File: config.mk
export PLATFORM = sky130hd
export DESIGN_NAME = bbt_status_table
export DESIGN_NICKNAME = d
export VERILOG_FILES = /design/src/rtl/bbt_pkg.sv /design/src/rtl/bbt_addr.sv /design/src/rtl/bbt_marker_eval.sv /design/src/rtl/bbt_status_table.sv
export SDC_FILE = /design/constraint.sdc
export NUM_CORES = 1
export LEC_CHECK = 0
export BUFFER_PORTS_ARGS = -buffer_cell sky130_fd_sc_hd__buf_4
export CAP_MARGIN = 20
export CELL_PAD_IN_SITES_DETAIL_PLACEMENT = 0
export CELL_PAD_IN_SITES_GLOBAL_PLACEMENT = 1
export CORE_MARGIN = 2
export CORE_UTILIZATION = 25
export DETAILED_ROUTE_END_ITERATION = 10
export PLACE_DENSITY_LB_ADDON = 0.1
export SYNTH_ARGS = -nofsm -noshare
export SYNTH_HDL_FRONTEND = slang
export SYNTH_SLANG_ARGS = --single-unit
export TNS_END_PERCENT = 100
File: constraint.sdc
create_clock -name clk -period 8.3 [get_ports clk]
set_input_delay 1.245 -clock clk [delete_from_list [all_inputs] [get_ports clk]]
set_output_delay 1.245 -clock clk [all_outputs]
set_load 0.05 [all_outputs]
File: src/rtl/bbt_pkg.sv
package bbt_pkg;
    typedef enum logic {
        ST_IDLE = 1'b0,
        ST_SCAN = 1'b1
    } bbt_state_e;

    localparam logic [1:0] FLD_GOOD    = 2'b00;
    localparam logic [1:0] FLD_MARKED  = 2'b01;
    localparam logic [1:0] FLD_FACTORY = 2'b10;
endpackage

File: src/rtl/bbt_addr.sv
module bbt_addr #(
    parameter int OFS_W       = 20,
    parameter int ERASE_SHIFT = 14,
    parameter int PAGE_SHIFT  = 9,
    parameter int CHIP_SHIFT  = 19,
    parameter int BLK_W       = OFS_W - ERASE_SHIFT,
    parameter int PAGE_W      = CHIP_SHIFT - PAGE_SHIFT,
    parameter int CHIP_W      = OFS_W - CHIP_SHIFT
) (
    input  logic [OFS_W-1:0]  ofs,
    output logic [BLK_W-1:0]  blk,
    output logic [PAGE_W-1:0] page,
    output logic [CHIP_W-1:0] chip
);
    // Truncation to PAGE_W bits acts as the page mask.
    always_comb begin
        blk  = BLK_W'(ofs >> ERASE_SHIFT);
        page = PAGE_W'(ofs >> PAGE_SHIFT);
        chip = CHIP_W'(ofs >> CHIP_SHIFT);
    end
endmodule

File: src/rtl/bbt_marker_eval.sv
module bbt_marker_eval #(
    parameter int MARK_POS = 5
) (
    input  logic        col_wide,
    input  logic        chk_wide,
    input  logic [15:0] word,
    output logic [7:0]  col,
    output logic [7:0]  even_col,
    output logic        bad
);
    localparam logic [7:0] POS      = 8'(MARK_POS);
    localparam logic [7:0] POS_EVEN = {POS[7:1], 1'b0};

    logic [7:0] wide_byte;

    generate
        if (MARK_POS % 2 == 1) begin : g_odd
            assign wide_byte = word[15:8];
        end else begin : g_even
            assign wide_byte = word[7:0];
        end
    endgenerate

    always_comb begin
        col      = col_wide ? POS_EVEN : POS;
        even_col = POS_EVEN;
        bad      = chk_wide ? (wide_byte != 8'hFF) : (word[7:0] != 8'hFF);
    end
endmodule

File: src/rtl/bbt_status_table.sv
module bbt_status_table
    import bbt_pkg::*;
#(
    parameter int OFS_W       = 20,
    parameter int ERASE_SHIFT = 14,
    parameter int PAGE_SHIFT  = 9,
    parameter int CHIP_SHIFT  = 19,
    parameter int MARK_POS    = 5,
    localparam int BLK_W      = OFS_W - ERASE_SHIFT,
    localparam int PAGE_W     = CHIP_SHIFT - PAGE_SHIFT,
    localparam int CHIP_W     = OFS_W - CHIP_SHIFT
) (
    input  logic              clk,
    input  logic              rst_n,
    input  logic              qry_stb,
    input  logic              mark_stb,
    input  logic [OFS_W-1:0]  ofs,
    input  logic              use_table,
    input  logic              bus16,
    input  logic              rd_valid,
    input  logic [15:0]       rd_data,
    output logic              rsp_valid,
    output logic              rsp_bad,
    output logic              busy,
    output logic              rd_req,
    output logic [PAGE_W-1:0] rd_page,
    output logic [CHIP_W-1:0] rd_chip,
    output logic [7:0]        rd_col,
    output logic              wr_req,
    output logic [PAGE_W-1:0] wr_page,
    output logic [CHIP_W-1:0] wr_chip,
    output logic [7:0]        wr_col,
    output logic [15:0]       wr_data
);
    localparam int NBLK      = 1 << BLK_W;
    localparam int TBL_BYTES = NBLK / 4;
    localparam int IDX_W     = BLK_W - 2;

    typedef struct packed {
        bbt_state_e                    state;
        logic [TBL_BYTES-1:0][7:0]     tbl;
        logic [BLK_W-1:0]              blk;
        logic                          wide;
        logic [PAGE_W-1:0]             rd_page;
        logic [CHIP_W-1:0]             rd_chip;
        logic [7:0]                    rd_col;
        logic                          rsp_valid;
        logic                          rsp_bad;
        logic                          wr_req;
        logic [PAGE_W-1:0]             wr_page;
        logic [CHIP_W-1:0]             wr_chip;
    } bbt_regs_t;

    bbt_regs_t reg_d, reg_q;

    logic [BLK_W-1:0]  cur_blk;
    logic [PAGE_W-1:0] cur_page;
    logic [CHIP_W-1:0] cur_chip;
    logic [7:0]        scan_col;
    logic [7:0]        mark_col;
    logic              marker_bad;

    bbt_addr #(
        .OFS_W      (OFS_W),
        .ERASE_SHIFT(ERASE_SHIFT),
        .PAGE_SHIFT (PAGE_SHIFT),
        .CHIP_SHIFT (CHIP_SHIFT),
        .BLK_W      (BLK_W),
        .PAGE_W     (PAGE_W),
        .CHIP_W     (CHIP_W)
    ) u_addr (
        .ofs (ofs),
        .blk (cur_blk),
        .page(cur_page),
        .chip(cur_chip)
    );

    bbt_marker_eval #(
        .MARK_POS(MARK_POS)
    ) u_eval (
        .col_wide(bus16),
        .chk_wide(reg_q.wide),
        .word    (rd_data),
        .col     (scan_col),
        .even_col(mark_col),
        .bad     (marker_bad)
    );

    // Next-state logic: mark first, then scan completion, then query.
    always_comb begin
        logic [IDX_W-1:0] m_idx;
        logic [2:0]       m_bit;
        logic [IDX_W-1:0] s_idx;
        logic [2:0]       s_bit;

        reg_d           = reg_q;
        reg_d.rsp_valid = 1'b0;
        reg_d.wr_req    = 1'b0;

        m_idx = cur_blk[BLK_W-1:2];
        m_bit = {cur_blk[1:0], 1'b0};
        s_idx = reg_q.blk[BLK_W-1:2];
        s_bit = {reg_q.blk[1:0], 1'b0};

        if (mark_stb) begin
            reg_d.tbl[m_idx][m_bit +: 2] = reg_d.tbl[m_idx][m_bit +: 2] | FLD_MARKED;
            reg_d.wr_req  = 1'b1;
            reg_d.wr_page = cur_page;
            reg_d.wr_chip = cur_chip;
        end

        if (reg_q.state == ST_SCAN) begin
            if (rd_valid) begin
                reg_d.state     = ST_IDLE;
                reg_d.rsp_valid = 1'b1;
                reg_d.rsp_bad   = marker_bad;
                if (marker_bad) begin
                    reg_d.tbl[s_idx][s_bit +: 2] = reg_d.tbl[s_idx][s_bit +: 2] | FLD_FACTORY;
                end
            end
        end else if (qry_stb) begin
            if (use_table) begin
                reg_d.rsp_valid = 1'b1;
                reg_d.rsp_bad   = (reg_d.tbl[m_idx][m_bit +: 2] != FLD_GOOD);
            end else begin
                reg_d.state   = ST_SCAN;
                reg_d.blk     = cur_blk;
                reg_d.wide    = bus16;
                reg_d.rd_page = cur_page;
                reg_d.rd_chip = cur_chip;
                reg_d.rd_col  = scan_col;
            end
        end
    end

    always_ff @(posedge clk) begin
        if (!rst_n) begin
            reg_q <= '{state: ST_IDLE, default: '0};
        end else begin
            reg_q <= reg_d;
        end
    end

    assign rsp_valid = reg_q.rsp_valid;
    assign rsp_bad   = reg_q.rsp_bad;
    assign busy      = (reg_q.state == ST_SCAN);
    assign rd_req    = (reg_q.state == ST_SCAN);
    assign rd_page   = reg_q.rd_page;
    assign rd_chip   = reg_q.rd_chip;
    assign rd_col    = reg_q.rd_col;
    assign wr_req    = reg_q.wr_req;
    assign wr_page   = reg_q.wr_page;
    assign wr_chip   = reg_q.wr_chip;
    assign wr_col    = mark_col;
    assign wr_data   = 16'h0000;


    table_answer_chk: assert property (@(posedge clk) disable iff (!rst_n)
        (qry_stb && use_table && !busy) |=> rsp_valid);


    mark_before_query_chk: assert property (@(posedge clk) disable iff (!rst_n)
        (qry_stb && mark_stb && use_table && !busy) |=> (rsp_valid && rsp_bad));


    mark_write_chk: assert property (@(posedge clk) disable iff (!rst_n)
        mark_stb |=> wr_req);


    scan_start_chk: assert property (@(posedge clk) disable iff (!rst_n)
        (qry_stb && !use_table && !busy) |=> (busy && !rsp_valid));


    scan_done_chk: assert property (@(posedge clk) disable iff (!rst_n)
        (busy && rd_valid) |=> (!busy && rsp_valid));


    no_early_rsp_chk: assert property (@(posedge clk) disable iff (!rst_n)
        (busy && !rd_valid) |=> !rsp_valid);
endmodule

Word level (Yosys, flattened, before mapping)
Index checks and enable logic that the tools add are counted.

Flip-flop bits (word level): 164. Bits of input ports: 43. Output and inout bits: 59. Logic and storage cells: 78.

$add $sub $neg: 2. $lt $le $gt $ge: 4. Eq/ne operators: 3. Shifts and indexed selects: 7. Muxes and demuxes: 26. Bitwise logic cells: 2. Reduce and logical (&&, ||, !) cells: 7.

Operators with widths (number): $mux W128 (3); $bwmux W128 (2); $mux W129 (1); $bmux W8 S4 (3); $demux W8 S4 (2); $mux W8 (5); $ne A8 B8 Y1 const B (2); $shift A2 B5 Y8 const A (2); $shiftx A2 B5 Y8 (2); $shiftx A8 B4 Y2 (2); $mux W12 (1); $lt A4 B5 Y1 const B (2); $neg A3 Y5 (2); $ge A4 B1 Y1 const B (2); $mux W2 (4); $shiftx A8 B4 Y1 (1); $reduce_and A3 Y1 (2); $reduce_bool A2 Y1 (3); $mux W1 (5); $logic_and A1 B1 Y1 (2); $ne A2 B2 Y1 const B (1); $not A1 Y1 (2).

Logic depth before layout (Yosys ltp)
Gate-level depths: netlist of run 1.

Depth after elaboration: 14. Depth in mapped cells: 15. Mapped depth without buffers: 10.

Cells and area by module
From an unflattened synthesis of run 1, not the netlist that was laid out.

Cells, all modules: 1414. Area total of the unflattened synthesis: 11109.4 sq um.

Modules (own cells, without submodules): bbt_status_table (instances 1, cells an instance 1371, area an instance 10812.9 sq um, seq. area each 3383.2 sq um); bbt_marker_eval (instances 1, cells an instance 26, area an instance 168.9 sq um, seq. area each 0.0 sq um); bbt_addr (instances 1, cells an instance 17, area an instance 127.6 sq um, seq. area each 0.0 sq um).

Worst setup path before layout of run 1
Ideal clock, no wire load.

Path kind: input to register. From: in ofs[15]. To: reg reg_q[120]. Setup time: 0.068 ns. Arrival time: 4.049 ns. Required time: 8.232 ns. Slack: 4.183 ns. Stages on the path: 15. Path buffers: 5. Cells stage by stage: clkbuf_1 -> inv_1 -> ha_1 -> buf_2 -> and2_1 -> clkbuf_1 -> a21oi_1 -> a2111oi_1 -> nand2_1 -> o22ai_1 -> o22ai_2 -> or4_1 -> buf_2 -> buf_8 -> a21oi_4.

Word-level cells in the longest chain between the ends: 14. Elaborated cells between the ends (all ways): 16. Those cells by class: add/sub (1); shift (5); mux (10).

Ends and longest elaborated chain: from (decl) (line bbt_status_table.sv:17) `input logic [OFS_W-1:0] ofs,`; $neg A3 Y5 (line bbt_status_table.sv:106) `reg_d.tbl[m_idx][m_bit +: 2] = reg_d.tbl[m_idx][m_bit +: 2] | FLD_MARKED;`; $shift A2 B5 Y8 (line bbt_status_table.sv:106); $mux W8 (not written as such) (line bbt_status_table.sv:106); $demux W8 S4 (line bbt_status_table.sv:106); $bwmux W128 (*) (line bbt_status_table.sv:106); $mux W128 (*) (line bbt_status_table.sv:105) `if (mark_stb) begin`; $bmux W8 S4 (line bbt_status_table.sv:118) `reg_d.tbl[s_idx][s_bit +: 2] = reg_d.tbl[s_idx][s_bit +: 2] | FLD_FACTORY;`; $mux W8 (not written as such) (line bbt_status_table.sv:118); $shiftx A8 B4 Y1 (line bbt_status_table.sv:118); $shiftx A2 B5 Y8 (line bbt_status_table.sv:118); $bwmux W128 (line bbt_status_table.sv:118); $mux W128 (line bbt_status_table.sv:117) `if (marker_bad) begin`; $mux W129 (line bbt_status_table.sv:113) `if (rd_valid) begin`; $mux W128 (*) (line bbt_status_table.sv:112) `if (reg_q.state == ST_SCAN) begin`; to (signal assigned) (line bbt_status_table.sv:140) `reg_q <= reg_d;`; to (decl) (line bbt_status_table.sv:54) `bbt_regs_t reg_d, reg_q;`.

Mark *: on every way between the ends. The rest lies on a longest branch, timed or not. The select of a mux whose other input is x is not followed. A chain may end at the register's enable or synchronous reset.

Worst setup path after layout of run 1
From: in ofs[14]. To: reg reg_q[42].

Same word-level chain as after synthesis.

==> results of run 1 <==
layout make-up:
cell class              instances  area (µm²)  area share [%]
multi-input cells            1005        6680            56.7
flip-flops and latches        157        3140            26.7
well taps                     539         674            5.73
repair buffers                 86         662            5.62
clock buffers                  18         429            3.65
clock inverters                13         133            1.13
inverters                      13        50.0           0.425
cell families after synthesis:
logic type	synth area share, %
AO/OA/AOI/OAI	26.8
adder cells (fa/ha/maj)	1.06
buffers and inverters	9.05
flip-flops	29.5
multiplexers	11.3
other	0.0704
AND/OR/NAND/NOR	22.2
state kept, by name, indices dropped and copies added (netlist names):
| name | flops |
|---|---|
| rsp_bad | 1 |
| wr_req | 1 |
| rd_page | 5 |
| reg_q | 135 |
| wr_page | 10 |
| rd_col | 2 |
| busy | 1 |
| rsp_valid | 1 |
| wr_chip | 1 |
worst reg2reg max path: cells and delay by family (launching register included):
kind	cells	cell delay (ns)
compound gates	6	1.91
buf+inv	1	0.45
flops	1	0.79
simple gates	2	1.49
per-stage QoR:
step                std cells  utilization (%)  hold slack (ns)  cell area (µm²)  setup WS, ns
floorplan                1336                -            0.437            10800          4.18
detailed placement       1800             26.7            0.448            11200          2.44
finish                   1831             28.0            0.457            11800          2.83
global route             1831             28.0            0.482            11800          2.69
global placement         1799             26.6            0.445            11200          2.38
CTS                      1831             28.0            0.458            11800          2.90
where the power goes:
group	switching (mW)	total, mW	internal, mW
combinational	0.251	0.337	0.0868
clock	0.390	0.810	0.419
sequential	0.0122	0.776	0.764
total	0.653	1.92	1.27
worst paths after layout:
kind / cells after the start / slack (ns) / from / to
setup reg to reg: 9 / 3.50 / reg_q[37]$_SDFFE_PN0P_ / reg_q[50]$_SDFF_PN0_
hold reg to reg: 2 / 0.46 / rd_page[1]$_SDFFE_PN0P_ / rd_page[1]$_SDFFE_PN0P_
hold / removal: 2 / 0.46 / rd_page[1]$_SDFFE_PN0P_ / rd_page[1]$_SDFFE_PN0P_
setup / recovery: 11 / 2.83 / ofs[14] / reg_q[42]$_SDFF_PN0_
Yosys cell counts, types with 5 or more instances:
| cell | count |
|---|---|
| nand2b_1 | 20 |
| a211oi_1 | 26 |
| inv_1 | 11 |
| ha_1 | 9 |
| a22oi_1 | 7 |
| nor3_1 | 25 |
| o22ai_2 | 10 |
| or3_1 | 16 |
| a41oi_1 | 5 |
| nor2b_1 | 16 |
| a311oi_1 | 6 |
| o21a_1 | 35 |
| buf_1 | 7 |
| a21oi_1 | 96 |
| nor2_1 | 176 |
| a21oi_4 | 11 |
| nor3b_1 | 10 |
| buf_4 | 60 |
| nand3_1 | 31 |
| a21boi_0 | 6 |
| o21ai_0 | 48 |
| a21o_1 | 7 |
| o22ai_1 | 23 |
| nand4_1 | 13 |
| clkbuf_1 | 59 |
| dfxtp_1 | 157 |
| buf_2 | 30 |
| mux2_2 | 59 |
| o211ai_1 | 7 |
| or4_1 | 9 |
| a221oi_1 | 5 |
| nand3b_1 | 7 |
| nand2_1 | 95 |
| a31oi_1 | 13 |
| and2_1 | 17 |
| o31ai_1 | 32 |
| mux2i_1 | 29 |
| mux4_2 | 11 |
routing by layer:
metal | track usage, % | up-vias
met5 | 0 | -
met4 | 10.6 | 0
met3 | 4.07 | 91
met2 | 36.5 | 391
met1 | 31.7 | 5183
li1 | - | 4703
cell usage in the layout (no fill, tap or decap), types with 7 or more instances in the layout:
master	n
conb_1	30
o22ai_1	23
nand4_1	13
a21oi_1	94
or4_1	9
inv_1	11
nand3_1	31
nand2b_1	20
clkbuf_16	17
a21oi_4	11
a22oi_1	7
a211oi_1	26
buf_4	84
ha_1	9
nor2_1	176
o211ai_1	7
mux4_2	11
or3_1	16
a21o_1	7
mux2_2	59
and2_1	17
o21ai_0	48
a31oi_1	13
nor3b_1	9
mux2i_1	29
nand2_1	95
nor2b_1	16
nor3_1	25
o21a_1	35
nand3b_1	7
o31ai_1	32
o22ai_2	10
dfxtp_1	157
==> flow_metrics.tcl, run 1 <==
set metrics [dict create \
    end_kind "flip-flop" \
    max_stage_delay_ns 0.82 \
    cts_hold_buf 0 \
    cts-root-buf "clkbuf_16" \
    hold_viol 0 \
    fmax_mhz 183 \
    status "finished clean" \
    drv_cap 0 \
    drt-total-wl_mm 51.5 \
    ir_drop_uv 148 \
    total_power_mw 1.92 \
    antennaDiodeCount 0 \
    setup_tns_ns 0 \
    cts_tree "built" \
    crit_required_ns 8.68 \
    finalClockSkew_ns 0.0149 \
    grt.overflow.total 0 \
    drt_iter0_drc 829 \
    antenna_found_initial 0 \
    ys.flop_type "dfxtp_1" \
    post-synth-top-area-cell "dfxtp_1" \
    clock_path_buffers 2 \
    h-tree-depth 4 \
    crit_type "in2reg" \
    cp_max_fo 18 \
    ys_ff_latch 157 \
    fin_crit_ns 5.47 \
    dr_wl_met2_mm 23.1 \
    p_per_area_nw_per_um2 163 \
    vias 10400 \
    cts_sinks 157 \
    dieWidth_um 211 \
    gp_congestion 0.909 \
    syn_area_um2 10700 \
    cts_buffers 17 \
    grt_max_degree 76 \
    synthArstFlopShare_pct 0 \
    slew_headroom_pct 16.3 \
    cp_slowest_cell "or3_1" \
    tightestPinTransition_ns 1.22 \
    grt_first_pass_wirelength_mm 74.3 \
    ys_types 94 \
    ios 102 \
    avgSynthCellArea_um2 8.16 \
    clkTransAtPathRegs_ns 0.07 \
    initial_core_util_pct 25.4 \
    slew_violations 0 \
    final_nets 1332 \
    die_y_um 211 \
    yosys_warnings 0 \
    hold_class "reg2reg" \
    rsz0062_at_grt "no" \
    path_cells "buf_4 -> inv_1 -> ha_1 -> nor2b_1 -> a21oi_1 -> mux4_2 -> and2_1 -> a311oi_2 -> o22ai_2 -> or3_1 -> o31ai_1" \
    wl_met3_mm 2.86 \
    cp-start-kind "input pin" \
    critical_path_buf_inv_count 2 \
    synth-edff-count 0 \
    viasPerCell 5.66 \
    top_layer "met4" \
    yosysTopAreaCellShare_pct 29.5 \
    drive_gt1_share_pct 18.2 \
    std_cell_rows 75 \
    grt_pass1_vias 9895 \
    fill_cells 4572 \
    coreArea_um2 42000 \
    wl_met1_mm 23.4 \
    place.detailed.hpwl_mm 35.7 \
    power.leakage_nw 4.16 \
    wl_per_cell_um 28.1 \
    syn_inst 1308 \
    drt_first_pass_iters 5 \
    die_area_um2 44300 \
    drcViolationCount 0 \
    setup_violations 0 \
    arrival_ns 5.85 \
    seq_area_frac_synth_pct 29.5 \
    grtUsageTotal_pct 23.5 \
    port_buffers 62 \
    synthTopCellsByArea "dfxtp_1 (29%), mux2_2 (6.2%), nor2_1 (6.2%)" \
    syn_to_final_growth_pct 10.3 \
    cp_top_family "simple AND/OR/NAND/NOR gates" \
    fin_crit_sh_pct 65.9 \
    antenna_left 0 \
    clkLatencyLatePin_ns 0.48 \
    post_cts_buffers 0 \
    cts_resized 0 \
]
(Power assumes the default switching activity.)
==> run 2: changes to the inputs <==
- ABC_AREA: unset -> 1
- clock period: 8.3 -> 4.9 ns (I/O delays scaled with it)
==> run 2 against run 1 <==
  * Clock skew down 0.0032 ns
  * Register-to-register slack worse by 2.1 ns
  * Sequential cell count did not move
  * Utilization grew 0.77 points
  * Non-clock buffer count is 12 higher
  * Sequential share of layout area increased by 0.18 points
  * First-iteration DRC count down 14%
  * Final cell count grew 18%
  * Synthesized cell count up 20%
  * Count of clock-buffer cells in the layout shrank 1
  * Clock power is 80% higher
  * Combinational power rose by 75%
  * Critical endpoint is now rsp_bad$_SDFFE_PN0P_
  * Highest routed layer unchanged
==> flow_metrics.tcl, run 2 <==
set metrics [dict create \
    synth-edff-count 0 \
    cp_slowest_cell "buf_4" \
    avgSynthCellArea_um2 6.50 \
    die_y_um 206 \
    cts_buffers 17 \
    ys_ff_latch 157 \
    cts_tree "built" \
    fmax_mhz 265 \
    wl_met1_mm 22.6 \
    power.leakage_nw 5.38 \
    port_buffers 62 \
    hold_class "in2reg" \
    slew_violations 0 \
    antenna_left 0 \
    initial_core_util_pct 25.2 \
    clkTransAtPathRegs_ns 0.07 \
    syn_to_final_growth_pct 14.2 \
    total_power_mw 3.36 \
    cts_sinks 157 \
    ff2ff_setup_slack_ns 1.44 \
    cts_hold_buf 0 \
    ys_types 49 \
    p_per_area_nw_per_um2 288 \
    drt-total-wl_mm 48.8 \
    h-tree-depth 4 \
    viasPerCell 4.87 \
    yosysMostFrequentCell "nand2_1" \
    cp-start-kind "input pin" \
    wl_per_cell_um 22.6 \
    die_area_um2 42600 \
    drt_iter0_drc 710 \
    grt_first_pass_wirelength_mm 70.0 \
    startpoint "ofs[17]" \
    antenna_found_initial 1 \
    ir_drop_uv 238 \
    gp_congestion 0.888 \
    std_cell_rows 74 \
    drt_first_pass_iters 5 \
    ios 102 \
    detailedPlace.worstSlack_ns 0.651 \
    hold_viol 0 \
    largest_reg_flops 135 \
    critical_path_buf_inv_count 4 \
    coreArea_um2 40600 \
    rsz0062_at_grt "no" \
    drcViolationCount 0 \
    layout_commonest_cell "nand2_1" \
    drv_cap 0 \
    post_cts_buffers 0 \
    grt.overflow.total 0 \
    yosysTopAreaCellShare_pct 30.7 \
    cts_resized 0 \
    grt_pass1_vias 10100 \
    grtUsageTotal_pct 23.3 \
    largest-register "reg_q" \
    crit_type "in2reg" \
    cp_max_fo 13 \
    status "finished clean" \
    setup_tns_ns 0 \
    top_layer "met4" \
    clock_path_buffers 2 \
    cts-root-buf "clkbuf_16" \
    synthArstFlopShare_pct 0 \
    crit_required_ns 5.23 \
    grt_max_degree 48 \
    fin_crit_sh_pct 77.1 \
    clkLatencyLatePin_ns 0.47 \
    wl_met3_mm 2.25 \
    cp_top_family "simple AND/OR/NAND/NOR gates" \
    hp-start "bus16" \
    vias 10500 \
    yosys_warnings 0 \
    seq_area_frac_synth_pct 30.7 \
    end_kind "flip-flop" \
    crit_top_cell "nand2_1" \
    tightestPinTransition_ns 0.845 \
    dr_wl_met2_mm 22.1 \
    final_nets 1665 \
    finalClockSkew_ns 0.0118 \
    layout_setup_ws_ns 1.12 \
    fin_crit_ns 3.78 \
    synthTopCellsByArea "dfxtp_1 (31%), nand2_1 (12%), nor2_1 (9.3%)" \
    ys.flop_type "dfxtp_1" \
    syn_inst 1576 \
    arrival_ns 4.11 \
    synth_common_cells "nand2_1 (320), nor2_1 (253), inv_1 (167), dfxtp_1 (157), o21ai_0 (115)" \
    max_stage_delay_ns 0.35 \
    slew_headroom_pct 43.5 \
    dieWidth_um 206 \
    drive_gt1_share_pct 18.1 \
    post-synth-top-area-cell "dfxtp_1" \
    antennaDiodeCount 0 \
    path_cells "buf_4 -> buf_4 -> nand2_4 -> buf_4 -> nor2_1 -> a21oi_1 -> nand2_1 -> a21oi_1 -> nand2_1 -> nand3_2 -> nand2_4 -> nand2_2 -> nand2_1 -> nand3_1 -> nand2_1 -> nor2_1 -> buf_4 -> nand2_1 -> nor2_1 -> a21oi_1 -> nand2_1 -> nand3_1 -> nand2_1 -> a21oi_2" \
    timing.rr.start "reg_q[36]$_SDFFE_PN0P_" \
    syn_area_um2 10200 \
    setup_violations 0 \
    final_cell_mix "nand2_1 (320), nor2_1 (253), inv_1 (167)" \
    place.detailed.hpwl_mm 35.5 \
]
run 2: metrics by stage:
step	instance area (µm²)	instances	util, %	hold slack (ns)
2_1_floorplan	10300	1604	-	0.442
3_3_place_gp	11100	2126	27.3	0.456
3_5_place_dp	11100	2126	27.3	0.467
4_1_cts	11700	2158	28.8	0.434
5_1_grt	11700	2158	28.8	0.443
6_report	11700	2158	28.8	0.455
run 2: report_power, final:
part	switching [mW]	internal, mW	total, mW
clock	0.645	0.810	1.46
sequential	0.0176	1.30	1.32
combinational	0.448	0.141	0.589
run 2: worst reg2reg max path: cells and delay by family (launching register included):
kind            cells  cell delay [ns]
buf+inv             2             0.99
compound gates      4             0.87
flops               1             0.42
simple gates        6             1.08
run 2: final timing paths:
path,cells past startpoint,to
setup / recovery,24,rsp_bad$_SDFFE_PN0P_
hold / removal,2,rd_col[0]$_SDFFE_PN0P_
setup reg to reg,12,reg_q[126]$_SDFF_PN0_
hold reg to reg,2,rd_col[2]$_SDFFE_PN0P_
run 2: logic make-up (layout without fill, tap and decap cells):
| group | Yosys count | in the layout | synth area share, % |
|---|---|---|---|
| simple gates | 767 | 767 | 34.4 |
| compound gates | 347 | 347 | 19.9 |
| buf+inv | 293 | 315 | 13.8 |
| flops | 157 | 157 | 30.7 |
| fa+ha+maj | 9 | 9 | 1.10 |
| other cells | 2 | 30 | 0.0734 |
| mux | 1 | 1 | 0.0978 |
run 2: area by class of cell:
class | count | area [µm²]
tap | 532 | 666
clock inverter | 15 | 189
fill | 4534 | 29000
clock buffer | 17 | 425
multi-input combinational | 1154 | 5790
sequential | 157 | 3140
timing repair buffer | 98 | 773
inverter | 185 | 702
run 2: per-layer routing:
layer	vias to the layer above	GRT usage, %
li1	5108	-
met1	5007	30.9
met2	300	37.4
met3	88	3.91
met4	0	9.41
met5	-	0
==> run 3: changes to the inputs <==
- clock period: 4.9 -> 3.7 ns (I/O delays scaled with it)
==> run 3 against run 2 <==
  * First-iteration DRC count shrank 3.7%
  * Global-route usage grew 1.1 points
  * Total power grew 36%
  * Sequential share of layout area shrank 2.5 points
  * Utilization grew 3.0 points
  * Register-to-register slack lost 0.83 ns
  * Cell area grew 10%
  * Die area is the same
  * Highest routed layer unchanged
==> flow_metrics.tcl, run 3 (synthesis gave the netlist of run 2 again) <==
set metrics [dict create \
    fill_cells 4512 \
    startpoint "ofs[14]" \
    clock_path_buffers 2 \
    coreArea_um2 40600 \
    initial_core_util_pct 25.2 \
    ir_drop_uv 371 \
    drt_first_pass_iters 5 \
    drcViolationCount 0 \
    crit_required_ns 4.08 \
    syn_to_final_growth_pct 26.1 \
    viasPerCell 4.70 \
    post_cts_buffers 0 \
    drt_iter0_drc 684 \
    hold_class "in2reg" \
    antenna_found_initial 0 \
    die_y_um 206 \
    total_power_mw 4.57 \
    crit_type "in2reg" \
    clkLatencyLatePin_ns 0.47 \
    setup_violations 0 \
    slew_violations 0 \
    arrival_ns 3.55 \
    fmax_mhz 316 \
    r2r_end "reg_q[82]$_SDFF_PN0_" \
    setup_tns_ns 0 \
    p_sw_share_pct 33.1 \
    antenna_left 0 \
    p_clk_share_pct 42.6 \
    cts_sinks 157 \
    grt_pass1_vias 10700 \
    final_cell_mix "nand2_1 (320), nor2_1 (253), buf_4 (213)" \
    vias 10800 \
    finalClockSkew_ns 0.0168 \
    port_buffers 62 \
    grt_first_pass_wirelength_mm 73.4 \
    timing.rr.start "reg_q[37]$_SDFFE_PN0P_" \
    final_nets 1800 \
    antennaDiodeCount 0 \
    end_kind "flip-flop" \
    place.detailed.hpwl_mm 37.8 \
    multiInputGateArea_um2 5790 \
    wl_per_cell_um 22.0 \
    ios 102 \
    drv_cap 0 \
    cp-start-kind "input pin" \
    p_seq_share_pct 38.3 \
    fin_crit_ns 3.16 \
    largest_reg_flops 135 \
    p_int_mw 3.06 \
    drive_gt1_share_pct 24.4 \
    gp_congestion 0.911 \
    drt-total-wl_mm 50.4 \
    die_area_um2 42600 \
    ff2ff_setup_slack_ns 0.61 \
    r2r_cells 15 \
    status "finished clean" \
    fin_crit_sh_pct 85.5 \
    dieWidth_um 206 \
    cts_hold_buf 0 \
    rsz0062_at_grt "no" \
    layout_commonest_cell "nand2_1" \
    power.leakage_nw 6.08 \
    tightestPinTransition_ns 1.09 \
    clkTransAtPathRegs_ns 0.07 \
    cp-endpoint "reg_q[82]$_SDFF_PN0_" \
    cp_max_fo 16 \
    hold_viol 0 \
    grt_max_degree 89 \
    std_cell_rows 74 \
    cts-root-buf "clkbuf_16" \
    seqCellArea_um2 3140 \
    h-tree-depth 4 \
    p_sw_mw 1.51 \
    cts_tree "built" \
    slew_headroom_pct 27.2 \
    grtUsageTotal_pct 24.4 \
    power_frac_comb_pct 19.2 \
    p_per_area_nw_per_um2 354 \
    cts_resized 0 \
    cts_buffers 17 \
    largest-register "reg_q" \
    grt.overflow.total 0 \
]
[run 3: cell count changes in the layout (fill, tap and decap cells not counted)]
cell	previous run	this run
buf_12	3	20
buf_4	95	213
clkinv_2	2	1
clkinv_4	6	2
clkinvlp_4	1	4
inv_6	3	6
inv_8	1	0
[run 3: worst max-delay path, stage by stage]
cell and delay [ns]:
buf_4 0.15, inv_1 0.18, ha_1 0.18, nand2_1 0.09
inv_1 0.49, nand2_1 0.18, inv_2 0.09, or2_1 0.18
o22ai_1 0.11, a221oi_1 0.32, o211ai_1 0.19, nand3_1 0.12
nand2_2 0.09, nor2_4 0.19, nand3_4 0.10, buf_12 0.18
a21oi_1 0.13
[run 3: layout make-up]
cell class | instances | share of cell area (%)
Tap cell | 532 | 5.15
Multi-Input combinational cell | 1154 | 44.9
Timing Repair Buffer | 233 | 15.5
Clock inverter | 15 | 1.44
Clock buffer | 17 | 3.29
Sequential cell | 157 | 24.3
Inverter | 185 | 5.43
[run 3: through the flow]
stage / util [%] / setup slack, ns / cells / cell area [µm²] / hold WS, ns
after floorplan: - / 0.525 / 1604 / 10300 / 0.442
after CTS: 31.8 / 0.562 / 2293 / 12900 / 0.258
after global placement: 30.3 / 0.0714 / 2261 / 12300 / 0.458
after global routing: 31.8 / 0.376 / 2293 / 12900 / 0.270
after detailed placement: 30.3 / 0.0418 / 2261 / 12300 / 0.484
final: 31.8 / 0.536 / 2293 / 12900 / 0.283
[run 3: how the worst min path moves through the flow]
stage	startpoint	to	slack (ns)	cells past startpoint
2_1_floorplan	rd_col[2]$_SDFFE_PN0P_	rd_col[2]$_SDFFE_PN0P_	0.44	2
3_3_place_gp	rd_col[2]$_SDFFE_PN0P_	rd_col[2]$_SDFFE_PN0P_	0.46	2
3_5_place_dp	wr_page[3]$_SDFFE_PN0P_	wr_page[3]$_SDFFE_PN0P_	0.48	2
4_1_cts	bus16	rd_col[0]$_SDFFE_PN0P_	0.26	2
5_1_grt	bus16	rd_col[0]$_SDFFE_PN0P_	0.27	2
6_report	bus16	rd_col[0]$_SDFFE_PN0P_	0.28	2
[run 3: power by group through the flow]
stage / clock network (mW) / registers [mW] / logic (mW)
6_report: 1.95 / 1.75 / 0.875
2_1_floorplan: 0 / 1.79 / 0.520
3_5_place_dp: 0 / 1.79 / 0.872
5_1_grt: 2.06 / 1.75 / 0.922
3_3_place_gp: 0 / 1.79 / 0.875
4_1_cts: 2.00 / 1.75 / 0.874
[run 3: routing by layer]
metal	track usage, %	part of all wire, %	wire length (µm)
met1	32.9	47	23700
met2	39.8	46	23100
met3	4.10	4.6	2300
met4	7.12	2.5	1270
met5	0	0	0
